<file path="config.mk">
export PLATFORM = sky130hd
export DESIGN_NAME = dac_trig_ctrl
export DESIGN_NICKNAME = d
export VERILOG_FILES = /design/src/rtl/dac_trig_pkg.sv /design/src/rtl/dac_pin_cond.sv /design/src/rtl/dac_trig_mux.sv /design/src/rtl/dac_conv_seq.sv /design/src/rtl/dac_trig_ctrl.sv
export SDC_FILE = /design/constraint.sdc
export NUM_CORES = 1
export LEC_CHECK = 0
export ABC_AREA = 1
export BUFFER_PORTS_ARGS = -buffer_cell sky130_fd_sc_hd__buf_2
export CAP_MARGIN = 10
export CORE_ASPECT_RATIO = 0.8
export CORE_UTILIZATION = 40
export CTS_CLUSTER_SIZE = 20
export DETAILED_ROUTE_END_ITERATION = 10
export PLACE_DENSITY = 0.62
export SYNTH_ARGS = -nofsm -noshare
export SYNTH_HDL_FRONTEND = slang
export SYNTH_SLANG_ARGS = --single-unit
</file>
<file path="constraint.sdc">
create_clock -name clk -period 2.72 [get_ports clk]
set_input_delay 0.544 -clock clk [delete_from_list [all_inputs] [get_ports clk]]
set_output_delay 0.544 -clock clk [all_outputs]
set_load 0.02 [all_outputs]
</file>
<file path="src/rtl/dac_trig_pkg.sv">
package dac_trig_pkg;
  localparam int unsigned REG_ADDR_W = 3;

  typedef enum logic [REG_ADDR_W-1:0] {
    A_CTRL  = 3'd0,
    A_DATA  = 3'd1,
    A_SWTRG = 3'd2,
    A_STAT  = 3'd3,
    A_DELAY = 3'd4
  } reg_addr_e;

  typedef enum logic [1:0] {
    PIN_LOW  = 2'd0,
    PIN_HIGH = 2'd1,
    PIN_FALL = 2'd2,
    PIN_RISE = 2'd3
  } pin_cond_e;

  // control word, packed MSB first: [9:8] pin cond, [7:5] select,
  // [4] left align, [3] under-run irq en, [2] dma en, [1] trigger en, [0] finish irq en
  typedef struct packed {
    logic [1:0] pin_cond;
    logic [2:0] trig_sel;
    logic       left_align;
    logic       udr_ie;
    logic       dma_en;
    logic       trig_en;
    logic       fin_ie;
  } ctrl_t;

  localparam int unsigned CTRL_W   = $bits(ctrl_t);
  localparam int unsigned SEL_W    = 3;
  localparam int unsigned STAT_FIN = 0;
  localparam int unsigned STAT_UDR = 1;
  localparam int unsigned STAT_BSY = 8;
endpackage

</file>
<file path="src/rtl/dac_pin_cond.sv">
module dac_pin_cond
  import dac_trig_pkg::*;
(
  input  logic       clk,
  input  logic       rst_n,
  input  logic       pin_async,
  input  logic [1:0] cond,
  output logic       hit
);
  logic meta_q, sync_q, prev_q;

  always_ff @(posedge clk or negedge rst_n) begin
    if (!rst_n) begin
      meta_q <= 1'b0;
      sync_q <= 1'b0;
      prev_q <= 1'b0;
    end else begin
      meta_q <= pin_async;
      sync_q <= meta_q;
      prev_q <= sync_q;
    end
  end

  always_comb begin
    unique case (pin_cond_e'(cond))
      PIN_LOW:  hit = !sync_q;
      PIN_HIGH: hit = sync_q;
      PIN_FALL: hit = prev_q && !sync_q;
      PIN_RISE: hit = !prev_q && sync_q;
      default:  hit = 1'b0;
    endcase
  end

  // an edge hit needs the previous sample to differ from the current one
  assert_edge_change_R4: assert property (@(posedge clk) disable iff (!rst_n)
    (cond[1] && hit) |-> (prev_q != sync_q));
endmodule

</file>
<file path="src/rtl/dac_trig_mux.sv">
module dac_trig_mux #(
  parameter int unsigned SEL_W = 3,
  parameter int unsigned N_TMR = 4,
  parameter int unsigned N_PWM = 2
) (
  input  logic [SEL_W-1:0] sel,
  input  logic             sw_pulse,
  input  logic             pin_hit,
  input  logic [N_TMR-1:0] tmr,
  input  logic [N_PWM-1:0] pwm,
  output logic             evt
);
  localparam int unsigned TMR_BASE = 2;
  localparam int unsigned PWM_BASE = TMR_BASE + N_TMR;

  always_comb begin
    evt = 1'b0;
    if (sel == SEL_W'(0)) evt = sw_pulse;
    if (sel == SEL_W'(1)) evt = pin_hit;
    for (int i = 0; i < N_TMR; i++)
      if (sel == SEL_W'(TMR_BASE + i)) evt = tmr[i];
    for (int j = 0; j < N_PWM; j++)
      if (sel == SEL_W'(PWM_BASE + j)) evt = pwm[j];
  end
endmodule

</file>
<file path="src/rtl/dac_conv_seq.sv">
module dac_conv_seq #(
  parameter int unsigned CODE_W = 12,
  parameter int unsigned DLY_W  = 8
) (
  input  logic              clk,
  input  logic              rst_n,
  input  logic              trig,
  input  logic [CODE_W-1:0] code_in,
  input  logic [DLY_W-1:0]  delay,
  output logic              accept,
  output logic              conv_start,
  output logic [CODE_W-1:0] conv_code,
  output logic              busy,
  output logic              expire
);
  logic [DLY_W-1:0] cnt_q;

  assign busy   = (cnt_q != '0);
  assign accept = trig && !busy;
  assign expire = (cnt_q == DLY_W'(1));

  always_ff @(posedge clk or negedge rst_n) begin
    if (!rst_n) begin
      cnt_q      <= '0;
      conv_start <= 1'b0;
      conv_code  <= '0;
    end else begin
      conv_start <= accept;
      if (accept) begin
        cnt_q     <= (delay == '0) ? DLY_W'(1) : delay;
        conv_code <= code_in;
      end else if (busy) begin
        cnt_q <= cnt_q - DLY_W'(1);
      end
    end
  end

  assert_start_single_R1: assert property (@(posedge clk) disable iff (!rst_n)
    conv_start |=> !conv_start);
  assert_start_in_busy_R6: assert property (@(posedge clk) disable iff (!rst_n)
    conv_start |-> busy);
endmodule

</file>
<file path="src/rtl/dac_trig_ctrl.sv">
module dac_trig_ctrl
  import dac_trig_pkg::*;
#(
  parameter int unsigned DATA_W = 32,
  parameter int unsigned CODE_W = 12,
  parameter int unsigned DLY_W  = 8,
  parameter int unsigned N_TMR  = 4,
  parameter int unsigned N_PWM  = 2
) (
  input  logic                  clk,
  input  logic                  rst_n,
  input  logic                  bus_wr,
  input  logic [REG_ADDR_W-1:0] bus_addr,
  input  logic [DATA_W-1:0]     bus_wdata,
  output logic [DATA_W-1:0]     bus_rdata,
  input  logic                  ext_pin,
  input  logic [N_TMR-1:0]      tmr_pulse,
  input  logic [N_PWM-1:0]      pwm_pulse,
  output logic                  conv_start,
  output logic [CODE_W-1:0]     conv_code,
  output logic                  dma_req,
  output logic                  irq
);
  localparam int unsigned LA_LSB = 4;

  ctrl_t             ctrl_q;
  logic [DATA_W-1:0] data_q;
  logic [DLY_W-1:0]  delay_q;
  logic              sw_q, fin_q, udr_q, dma_pend_q;

  logic wr_ctrl, wr_data, wr_sw, wr_stat, wr_dly;
  assign wr_ctrl = bus_wr && (bus_addr == A_CTRL);
  assign wr_data = bus_wr && (bus_addr == A_DATA);
  assign wr_sw   = bus_wr && (bus_addr == A_SWTRG);
  assign wr_stat = bus_wr && (bus_addr == A_STAT);
  assign wr_dly  = bus_wr && (bus_addr == A_DELAY);

  // source selection
  logic pin_hit, hw_evt, is_hw, start_req;
  dac_pin_cond u_pin (
    .clk(clk), .rst_n(rst_n), .pin_async(ext_pin),
    .cond(ctrl_q.pin_cond), .hit(pin_hit)
  );
  dac_trig_mux #(.SEL_W(SEL_W), .N_TMR(N_TMR), .N_PWM(N_PWM)) u_mux (
    .sel(ctrl_q.trig_sel), .sw_pulse(sw_q), .pin_hit(pin_hit),
    .tmr(tmr_pulse), .pwm(pwm_pulse), .evt(hw_evt)
  );
  assign is_hw     = ctrl_q.trig_en && (ctrl_q.trig_sel != '0);
  assign start_req = ctrl_q.trig_en ? hw_evt : wr_data;

  // code extraction, fresh word when the write itself triggers
  logic [DATA_W-1:0] word_src;
  logic [CODE_W-1:0] code_sel;
  assign word_src = wr_data ? bus_wdata : data_q;
  assign code_sel = ctrl_q.left_align ? word_src[LA_LSB +: CODE_W] : word_src[CODE_W-1:0];

  logic accept, busy, expire;
  dac_conv_seq #(.CODE_W(CODE_W), .DLY_W(DLY_W)) u_seq (
    .clk(clk), .rst_n(rst_n), .trig(start_req), .code_in(code_sel),
    .delay(delay_q), .accept(accept), .conv_start(conv_start),
    .conv_code(conv_code), .busy(busy), .expire(expire)
  );

  logic hw_take, udr_set;
  assign hw_take = accept && is_hw && ctrl_q.dma_en;
  assign udr_set = hw_take && dma_pend_q && !wr_data;

  always_ff @(posedge clk or negedge rst_n) begin
    if (!rst_n) begin
      ctrl_q     <= '0;
      data_q     <= '0;
      delay_q    <= DLY_W'(1);
      sw_q       <= 1'b0;
      fin_q      <= 1'b0;
      udr_q      <= 1'b0;
      dma_pend_q <= 1'b0;
    end else begin
      if (wr_ctrl) ctrl_q  <= ctrl_t'(bus_wdata[CTRL_W-1:0]);
      if (wr_data) data_q  <= bus_wdata;
      if (wr_dly)  delay_q <= bus_wdata[DLY_W-1:0];
      sw_q <= wr_sw && bus_wdata[0];
      if (expire)                            fin_q <= 1'b1;
      else if (wr_stat && bus_wdata[STAT_FIN]) fin_q <= 1'b0;
      if (udr_set)                           udr_q <= 1'b1;
      else if (wr_stat && bus_wdata[STAT_UDR]) udr_q <= 1'b0;
      if (hw_take)      dma_pend_q <= 1'b1;
      else if (wr_data) dma_pend_q <= 1'b0;
    end
  end

  assign dma_req = dma_pend_q;
  assign irq     = (fin_q && ctrl_q.fin_ie) || (udr_q && ctrl_q.udr_ie);

  always_comb begin
    bus_rdata = '0;
    unique case (bus_addr)
      A_CTRL:  bus_rdata[CTRL_W-1:0] = ctrl_q;
      A_DATA:  bus_rdata = data_q;
      A_SWTRG: bus_rdata[0] = sw_q;
      A_STAT: begin
        bus_rdata[STAT_FIN] = fin_q;
        bus_rdata[STAT_UDR] = udr_q;
        bus_rdata[STAT_BSY] = busy;
      end
      A_DELAY: bus_rdata[DLY_W-1:0] = delay_q;
      default: bus_rdata = '0;
    endcase
  end

  assert_finish_at_end_R7: assert property (@(posedge clk) disable iff (!rst_n)
    $fell(busy) |-> fin_q);
  assert_sw_selfclear_R2: assert property (@(posedge clk) disable iff (!rst_n)
    (sw_q && !wr_sw) |=> !sw_q);
  assert_udr_needs_open_req_R9: assert property (@(posedge clk) disable iff (!rst_n)
    $rose(udr_q) |-> $past(dma_pend_q));
endmodule

</file>
; Word level (Yosys, flattened, before mapping)
; Cells that the tools add are included.
[totals]
regBits = 78
in_bits = 45
output_inout_bits = 47
[classes]
n_reduce_logical = 33
add_sub_neg = 1
n_mux = 27
n_eq_ne = 15
[ops]
columns = cell, n
row1 = $mux 8, 3
row2 = $mux 22, 1
row3 = $logic_and 1x1->1, 18
row4 = $pmux 6 s3, 1
row5 = $mux 16, 1
row6 = $eq 3x3->1 const B, 5
row7 = $mux 1, 15
row8 = $eq 3x2->1 const B, 4
row9 = $mux 12, 1
row10 = $eq 8x1->1 const B, 1
row11 = $logic_not 8->1, 1
row12 = $pmux 1 s4, 2
row13 = $reduce_bool 2->1, 4
row14 = $reduce_bool 8->1, 1
row15 = $sub 8x1->8 const B, 1
row16 = $eq 3x1->1 const B, 2
row17 = $logic_not 3->1, 2
row18 = $pmux 1 s5, 1
row19 = $eq 2x2->1 const B, 2
row20 = $logic_not 1->1, 4
row21 = $pmux 1 s3, 1
row22 = $reduce_bool 3->1, 1
row23 = $eq 2x1->1 const B, 1
row24 = $logic_not 2->1, 1
row25 = other kinds (2), 2

; Longest topological paths before layout
; Gate-level depths: netlist of the first run.
[depth]
depth_word = 17
mapped_depth = 14
mapped_depth_nobuf = 13

; By module
; From an unflattened synthesis of the first run, not the netlist that was laid out.
[hier_totals]
hier_cells = 544
hier_area_um2 = 4033.9
[by_module_without_submodules]
columns = module, area_per_inst_um2, seq_area_each_um2, n_inst, cells_each
row1 = dac_trig_ctrl, 2762.6, 1352.5, 1, 368
row2 = dac_conv_seq, 1076.0, 525.5, 1, 143
row3 = dac_pin_cond, 108.9, 75.1, 1, 12
row4 = dac_trig_mux, 86.3, 0.0, 1, 21

; Least setup slack after synthesis of the first run
; OpenSTA, ideal clock, no wires.
[synth_path]
kind = reg-to-output
start = register u_seq.cnt_q[0]
end = output port bus_rdata[8]
arrival_ns = 1.560
stages_incl_launch_ff = 7
path_slack_ns = 0.616
required_ns = 2.176
cell_sequence = dfrtp_1 inv_1 ha_1 nand3_1 bufinv_8 buf_4 o211ai_1
[synth_via]
elab_chain_len = 2
[synth_rtl]
columns = item, line
row1 = from (decl), dac_conv_seq.sv:16  ; logic [DLY_W-1:0] cnt_q;
row2 = from (signal assigned), dac_conv_seq.sv:30  ; cnt_q <= (delay == '0) ? DLY_W'(1) : delay;
row3 = from (signal assigned), dac_conv_seq.sv:33  ; cnt_q <= cnt_q - DLY_W'(1);
row4 = $reduce_bool 8->1, dac_conv_seq.sv:18  ; assign busy = (cnt_q != '0);
row5 = $pmux 1 s3, dac_trig_ctrl.sv:96  ; unique case (bus_addr)
row6 = to (decl), dac_trig_ctrl.sv:15  ; output logic [DATA_W-1:0] bus_rdata,
; No other way between the ends.

; Final worst setup path of the first run
; Ends and elaborated chain as after synthesis.

==> results.json, run 1 <==
{
  "status": "completed",
  "startpoint": "u_seq.cnt_q[0]",
  "io_buffers": 91,
  "final.setup.worst_slack_ns": 0.159,
  "final_cell_mix": "nand2_1, buf_2, dfrtp_1",
  "drv_slew": 0,
  "hold_path_class": "in -> reg",
  "rsz0062_at_grt": "false",
  "power_switching_mw": 0.921,
  "critPathMaxStageDelay_ns": 0.41,
  "startpoint_type": "flop",
  "syn_area_um2": 3770,
  "drt_iter0_drc": 161,
  "ys_top_cells_by_area": "dfrtp_1, nand2_1, inv_1",
  "setup_viol": 0,
  "clkPwrFrac": 0.390,
  "ys.warnings.count": 0,
  "r2r_slack_ns": 1.00,
  "routed_wl_um": 9600,
  "num_antenna_cells": 0,
  "min_to": "u_pin.meta_q",
  "p_total_mw": 3.18,
  "gp_congestion": 0.908,
  "routedWlPerCell_um": 14.8,
  "clkTransAtPathRegs_ns": 0.06,
  "core_um2": 9110,
  "drc_errors": 0,
  "combPwrFrac": 0.170,
  "cts_max_path_buffers": 2,
  "nets": 575,
  "die_x_um": 111,
  "power_density_nw_per_um2": 692,
  "timing.final.crit_share": 0.942,
  "timing.rr.end": "u_seq.conv_code[6]",
  "dpl.hpwl_um": 6940,
  "die_h_um": 88.8,
  "p_leak_nw": 2.48,
  "p_int_mw": 2.26,
  "num_vias": 3221,
  "cts_tree": "done",
  "fin_skew_ns": 0.00317,
  "ir_drop_v": 0.000298,
  "hold_viol_final": 0,
  "critical_path_class": "reg -> out",
  "grtUsageTotal": 0.204,
  "cts-resized-gates": 0,
  "rows": 31,
  "clock_sinks": 78,
  "synth_top_area_frac": 0.511,
  "gr-total-overflow": 0,
  "fmaxAchievable_ghz": 0.390,
  "yosysUniqueCellTypes": 35,
  "routed_via_density": 4.97,
  "worst-path-buf-inv": 3,
  "grt_max_degree": 79,
  "grt_pass1_wl_um": 15400,
  "setup_tns_ns": 0,
  "area_growth_pct": 22.0,
  "final_common_cell": "nand2_1",
  "synth_edf_count": 0,
  "yosys_most_used_dff": "dfrtp_1",
  "hold_buffers": 0,
  "synth_nets": 486,
  "crit_family": "buffers and inverters",
  "p_seq_frac": 0.441,
  "grt_pass1_vias": 3082,
  "ios": 92,
  "reg2reg_depth": 7,
  "async_flop_share": 1.00,
  "worstMarginPinSlew_ns": 1.01,
  "postCtsSetupRepairBufs": 0,
  "dieArea_um2": 9810,
  "drt_first_pass_iters": 4,
  "swShare": 0.290,
  "relSlewSlack": 0.325,
  "setup.worst_path.end_class": "output port",
  "fillers": 879,
  "crit_path_cell_trace": "inv_1 > ha_1 > nand3_1 > bufinv_8 > o211ai_1 > buf_2",
  "hold_path_depth": 1,
  "crit_arrival_ns": 2.02,
  "yosysTopAreaCell": "dfrtp_1",
  "root_buffer": "clkbuf_16",
  "holdCritStartpoint": "ext_pin",
  "cts_buffers": 9,
  "antenna_found_initial": 0,
  "netlist_instances": 439,
  "drv_cap": 0,
  "r2r_start": "u_seq.cnt_q[0]",
  "drive_above_1_share": 0.246,
  "clock_latency_ns": 0.33,
  "fin_util": 0.504,
  "ys_seq_area_frac": 0.518,
  "synth_seq_cells": 78,
  "post-place-ws_ns": 0.357,
  "cp_slowest_cell": "dfrtp_1",
  "avgSynthCellArea_um2": 8.58,
  "critPathMaxFanout": 15,
  "post-route-min-period_ns": 2.56,
  "htreeDepth": 3,
  "initial_core_util": 0.413,
  "critPathRequiredTime_ns": 2.18,
  "postRouteAntennaNets": 0
}
[worst max path at each step]
stage / to / slack (ns) / depth (start not counted)
after global routing: bus_rdata[8] / 0.08 / 6
after global placement: bus_rdata[0] / 0.44 / 7
after CTS: bus_rdata[8] / 0.20 / 6
after detailed placement: bus_rdata[0] / 0.36 / 7
after floorplan: bus_rdata[8] / 0.62 / 6
final: bus_rdata[8] / 0.16 / 6
[power groups by stage]
stage | logic (mW) | registers (mW) | clock network, mW
after floorplan | 0.363 | 1.39 | 0
after global placement | 0.530 | 1.42 | 0
after detailed placement | 0.538 | 1.42 | 0
after CTS | 0.543 | 1.40 | 1.26
after global routing | 0.613 | 1.42 | 1.31
final | 0.540 | 1.40 | 1.24
[flip-flops by register name (all words and copies together) (netlist names)]
name	count
data_q	32
udr_q	1
u_seq.cnt_q	8
ctrl_q	10
dma_req	1
u_pin.sync_q	1
sw_q	1
fin_q	1
u_pin.prev_q	1
u_pin.meta_q	1
delay_q	8
u_seq.conv_start	1
u_seq.conv_code	12
[stage by stage]
step | hold slack [ns] | cells | cell area, µm²
after global routing | 0.314 | 648 | 4600
after detailed placement | 0.336 | 632 | 4290
final | 0.320 | 648 | 4600
after global placement | 0.340 | 632 | 4290
after floorplan | 0.248 | 439 | 3770
after CTS | 0.311 | 648 | 4600
[logic make-up (layout without fill, tap and decap cells)]
group           count (synthesis)  count (layout)  synth area share
mux                            12              12            0.0319
buf+inv                        85             179             0.101
compound gates                 85              85             0.136
flops                          78              78             0.518
xor+xnor                        4               4           0.00930
simple gates                  173             173             0.197
fa+ha+maj                       2               2           0.00664
[area by class of cell]
cell class              instances  area, µm²  share of cell area
inverters                      68        269              0.0585
flip-flops and latches         78       1950               0.425
repair buffers                 95        488               0.106
clock buffers                  11        253              0.0550
well taps                     115        144              0.0313
multi-input cells             276       1430               0.312
clock inverters                 5       56.3              0.0123
[Yosys cell counts (2+ instances only)]
cell type / count
nand2_1: 104
dfrtp_1: 77
inv_1: 64
o21ai_0: 45
nor2_1: 34
nand3_1: 18
o21ai_1: 15
mux2i_1: 12
o21ai_2: 8
clkbuf_1: 7
nand4_1: 6
o221ai_1: 6
buf_2: 5
xor2_1: 4
buf_6: 3
inv_2: 3
nor3_1: 3
a21oi_1: 2
a221oi_1: 2
a22o_1: 2
ha_1: 2
nand2_4: 2
nor3_2: 2
o211ai_1: 2
[per-layer routing]
layer  global-route usage  wire length, µm  up-vias
met5                    0                0        -
met4               0.0727              207        0
met3               0.0637              688       22
met2                0.301             4030      112
met1                0.283             4680     1498
li1                     -                -     1589
(Power assumes the default switching activity.)
==> run 2: changes to the inputs <==
--- a/config.mk
+++ b/config.mk
@@ -10,6 +10,7 @@
 export CAP_MARGIN = 10
 export CORE_ASPECT_RATIO = 0.8
 export CORE_UTILIZATION = 40
+export CTS_BUF_LIST = sky130_fd_sc_hd__clkbuf_4
 export CTS_CLUSTER_SIZE = 20
 export DETAILED_ROUTE_END_ITERATION = 10
 export PLACE_DENSITY = 0.62
==> run 2 against run 1 <==
Effect of this change: sequential share of layout area up 1.7 points; critical path depth unchanged; sequential power about the same; critical endpoint unchanged.
==> results.json, run 2 (synthesis gave the netlist of run 1 again) <==
{
  "antenna_found_initial": 0,
  "power_density_nw_per_um2": 591,
  "r2r_slack_ns": 1.01,
  "drive_above_1_share": 0.244,
  "drv_cap": 0,
  "holdCritStartpoint": "ext_pin",
  "critical_path_class": "reg -> out",
  "initial_core_util": 0.413,
  "r2r_start": "ctrl_q[6]",
  "hold_viol_final": 0,
  "num_antenna_cells": 0,
  "worst-path-buf-inv": 3,
  "holdWs_ns": 0.240,
  "timing.rr.end": "u_seq.conv_code[6]",
  "worstMarginPinSlew_ns": 0.995,
  "startpoint_type": "flop",
  "ios": 92,
  "final_cell_mix": "nand2_1, buf_2, dfrtp_1",
  "drv_slew": 0,
  "timing.final.crit_share": 0.957,
  "io_buffers": 91,
  "status": "completed",
  "clkTransAtPathRegs_ns": 0.12,
  "p_leak_nw": 2.40,
  "num_vias": 3199,
  "root_buffer": "clkbuf_4",
  "clock_sinks": 78,
  "grt_pass1_vias": 3082,
  "final_common_cell": "nand2_1",
  "p_total_mw": 2.61,
  "clock_latency_ns": 0.41,
  "ir_drop_v": 0.000341,
  "hold_path_depth": 1,
  "die_h_um": 88.8,
  "gp_congestion": 0.908,
  "setup.worst_path.end_class": "output port",
  "hold_buffers": 0,
  "htreeDepth": 3,
  "fin_skew_ns": 0.0104,
  "min_to": "u_pin.meta_q",
  "drt_iter0_drc": 187,
  "rsz0062_at_grt": "false",
  "critPathRequiredTime_ns": 2.18,
  "reg2reg_depth": 11,
  "crit_arrival_ns": 2.06,
  "nets": 575,
  "postRouteAntennaNets": 0,
  "setup_viol": 0,
  "cts_max_path_buffers": 2,
  "cts_tree": "done",
  "crit_path_cell_trace": "inv_1 > ha_1 > nand3_2 > bufinv_8 > o211ai_1 > buf_2",
  "routedWlPerCell_um": 14.6,
  "rows": 31,
  "hold_path_class": "in -> reg",
  "reg.largest.list": "data_q x32, u_seq.conv_code x12, ctrl_q x10",
  "largest_register_ffs": 32,
  "grtUsageTotal": 0.202,
  "cp_slowest_cell": "dfrtp_1",
  "post-route-min-period_ns": 2.60,
  "die_x_um": 111,
  "fmaxAchievable_ghz": 0.384,
  "area_growth_pct": 17.4,
  "grt_pass1_wl_um": 15300,
  "relSlewSlack": 0.337,
  "dpl.hpwl_um": 6940,
  "setup_tns_ns": 0,
  "cts_buffers": 9,
  "grt_max_degree": 79,
  "drt_first_pass_iters": 5,
  "crit_family": "buffers and inverters",
  "gr-total-overflow": 0,
  "critPathMaxFanout": 15,
  "routed_wl_um": 9470,
  "regMostFlops": "data_q",
  "drc_errors": 0,
  "dieArea_um2": 9810,
  "routed_via_density": 4.94,
  "core_um2": 9110,
  "critPathMaxStageDelay_ns": 0.43
}
[run 2: what timing repair did]
item / CTS / global route
setup buffers: 0 / 0
gates resized for setup: 0 / 1
endpoints found under the setup margin: 0 / 1
[run 2: power breakdown]
| part | switching, mW | leakage (nW) | internal (mW) |
|---|---|---|---|
| clock | 0.405 | 0.0712 | 0.275 |
| combinational | 0.353 | 1.35 | 0.185 |
| sequential | 0.0871 | 0.982 | 1.31 |
| total | 0.845 | 2.40 | 1.77 |
[run 2: cell type report]
type	count	area (µm²)
Fill cell	899	4690
Inverter	68	269
Tap cell	115	144
Sequential cell	78	1950
Clock inverter	7	63.8
Timing Repair Buffer	95	488
Multi-Input combinational cell	276	1440
Clock buffer	9	67.6
[run 2: worst reg2reg max path, stage by stage (launching register included)]
cell     delay, ns
dfrtp_1       0.50
inv_2         0.12
or2_0         0.21
nand2_1       0.06
nand3_1       0.06
nand2_1       0.07
inv_2         0.04
nand2_4       0.08
nand2_4       0.11
nand2_8       0.20
nand2_1       0.11
o21ai_2       0.07
[run 2: how the worst max path moves through the flow]
stage,cells past startpoint,slack [ns],startpoint,to
after detailed placement,7,0.36,bus_addr[1],bus_rdata[0]
after floorplan,6,0.62,u_seq.cnt_q[0],bus_rdata[8]
after global placement,7,0.44,bus_addr[2],bus_rdata[0]
after CTS,6,0.08,u_seq.cnt_q[0],bus_rdata[8]
after global routing,6,0.04,u_seq.cnt_q[0],bus_rdata[8]
final,6,0.12,u_seq.cnt_q[0],bus_rdata[8]
[run 2: stage by stage]
step,setup slack [ns],utilization,cell area [µm²],cells
after CTS,0.0828,0.485,4420,648
after global placement,0.437,0.470,4290,632
final,0.118,0.485,4420,648
after global routing,0.0403,0.485,4420,648
after detailed placement,0.357,0.470,4290,632
after floorplan,0.616,-,3770,439
[run 2: routing by layer]
| metal | share of wire | track usage | wire length, µm | vias up |
|---|---|---|---|---|
| li1 | - | - | - | 1590 |
| met1 | 0.49 | 0.285 | 4670 | 1482 |
| met2 | 0.42 | 0.296 | 3940 | 111 |
| met3 | 0.071 | 0.0603 | 676 | 16 |
| met4 | 0.020 | 0.0691 | 186 | 0 |
| met5 | 0 | 0 | 0 | - |
==> run 3: changes to the inputs <==
--- a/config.mk
+++ b/config.mk
@@ -14,6 +14,7 @@
 export CTS_CLUSTER_SIZE = 20
 export DETAILED_ROUTE_END_ITERATION = 10
 export PLACE_DENSITY = 0.62
+export RECOVER_POWER = 100
 export SYNTH_ARGS = -nofsm -noshare
 export SYNTH_HDL_FRONTEND = slang
 export SYNTH_SLANG_ARGS = --single-unit
==> run 3 against run 2 <==
Effect of this change: the run now ends with max-capacitance violations, max-slew violations left; utilization is 1.3 points lower; combinational power is 4.6% lower; setup slack better by 0.022 ns; clock power hardly changed; worst hold slack worse by 0.00083 ns; sequential power hardly changed; register-to-register slack worse by 0.26 ns; sequential share of layout area is 1.2 points higher; global-route usage stayed put; critical path depth is 1 lower.
==> results.json, run 3 (synthesis gave the netlist of run 1 again) <==
{
  "status": "finished, violations left",
  "violations": "max-capacitance violations, max-slew violations",
  "grt_max_degree": 79,
  "dpl.hpwl_um": 6940,
  "area_growth_pct": 14.2,
  "cts_max_path_buffers": 2,
  "routed_via_density": 4.96,
  "critical_path_class": "in -> out",
  "critPathMaxStageDelay_ns": 0.46,
  "drive_above_1_share": 0.133,
  "critPathMaxFanout": 22,
  "reg.largest.list": "data_q x32, u_seq.conv_code x12, ctrl_q x10",
  "cts_tree": "done",
  "drv_cap": 1,
  "crit_path_cell_trace": "clkbuf_1 > nor3_1 > inv_1 > nor2_1 > clkbuf_1",
  "postCtsSetupRepairBufs": 0,
  "drv_slew": 79,
  "die_h_um": 88.8,
  "cts_buffers": 9,
  "ir_drop_v": 0.000340,
  "postRouteAntennaNets": 0,
  "p_leak_nw": 2.20,
  "initial_core_util": 0.413,
  "regMostFlops": "data_q",
  "clkTransAtPathRegs_ns": 0.12,
  "grt_pass1_vias": 3082,
  "routedWlPerCell_um": 14.7,
  "hold_buffers": 0,
  "fin_skew_ns": 0.0119,
  "gr-total-overflow": 0,
  "critPathRequiredTime_ns": 2.18,
  "worstMarginPinSlew_ns": 1.96,
  "drt_iter0_drc": 161,
  "grt_pass1_wl_um": 15300,
  "relSlewSlack": -0.310,
  "setup_tns_ns": 0,
  "io_buffers": 91,
  "drc_errors": 0,
  "cp_common_cell": "clkbuf_1",
  "drt_first_pass_iters": 4,
  "die_x_um": 111,
  "hold_path_class": "in -> reg",
  "rsz0062_at_grt": "false",
  "fmaxAchievable_ghz": 0.388,
  "nets": 575,
  "clock_latency_ns": 0.41,
  "holdWs_ns": 0.240,
  "post-route-min-period_ns": 2.58,
  "p_total_mw": 2.59,
  "startpoint_type": "input port",
  "power_density_nw_per_um2": 602,
  "crit_arrival_ns": 2.04,
  "gp_congestion": 0.908,
  "routed_wl_um": 9520,
  "num_antenna_cells": 0,
  "setup_viol": 0,
  "setup.worst_path.end_class": "output port",
  "hold_viol_final": 0,
  "antenna_found_initial": 0,
  "num_vias": 3212,
  "clock_sinks": 78,
  "dieArea_um2": 9810,
  "postLayoutCellArea_um2": 4300,
  "rows": 31,
  "largest_register_ffs": 32,
  "grtUsageTotal": 0.202,
  "cp_slowest_cell": "inv_1",
  "placed_area_um2": 4290,
  "core_um2": 9110,
  "timing.final.crit_share": 0.949,
  "root_buffer": "clkbuf_4",
  "ios": 92,
  "final_common_cell": "nand2_1",
  "final_cell_mix": "nand2_1, dfrtp_1, o21ai_0",
  "cts-resized-gates": 0,
  "htreeDepth": 3
}
==> run 3: layer usage <==
metal	track usage	part of all wire
met1	0.285	0.49
met2	0.296	0.42
met3	0.0603	0.065
met4	0.0691	0.020
met5	0	0
==> run 3: where the power goes <==
group / internal, mW / leakage, nW / switching, mW
Combinational: 0.172 / 1.15 / 0.342
Sequential: 1.31 / 0.982 / 0.0879
Clock: 0.275 / 0.0712 / 0.403
==> run 3: final cells by class <==
class,count,area (µm²)
Fill cell,942,4810
Sequential cell,78,1950
Multi-Input combinational cell,276,1390
Timing Repair Buffer,95,418
Inverter,68,269
Tap cell,115,144
Clock buffer,9,67.6
Clock inverter,7,63.8
==> run 3: path summary, 6_finish.rpt <==
kind / startpoint / to / slack (ns) / depth (start not counted)
hold reg to reg: u_pin.meta_q / u_pin.sync_q / 0.36 / 0
min in group asynchronous: rst_n / u_seq.cnt_q[4] / 0.68 / 1
setup reg to reg: ctrl_q[6] / u_seq.conv_code[6] / 0.75 / 11
max in group asynchronous: rst_n / data_q[19] / 0.90 / 1
hold / removal: ext_pin / u_pin.meta_q / 0.24 / 1
setup / recovery: bus_addr[1] / bus_rdata[18] / 0.14 / 5
==> run 3: through the flow <==
step,utilization,instances,setup WS [ns]
after floorplan,-,439,0.616
after CTS,0.485,648,0.0828
final,0.472,648,0.140
after global routing,0.472,648,0.0365
after global placement,0.470,632,0.437
after detailed placement,0.470,632,0.357
==> run 3: worst max-delay path: cells and delay by family <==
| kind | cells | cell delay [ns] |
|---|---|---|
| buffers and inverters | 3 | 0.83 |
| and+or+nand+nor | 2 | 0.65 |
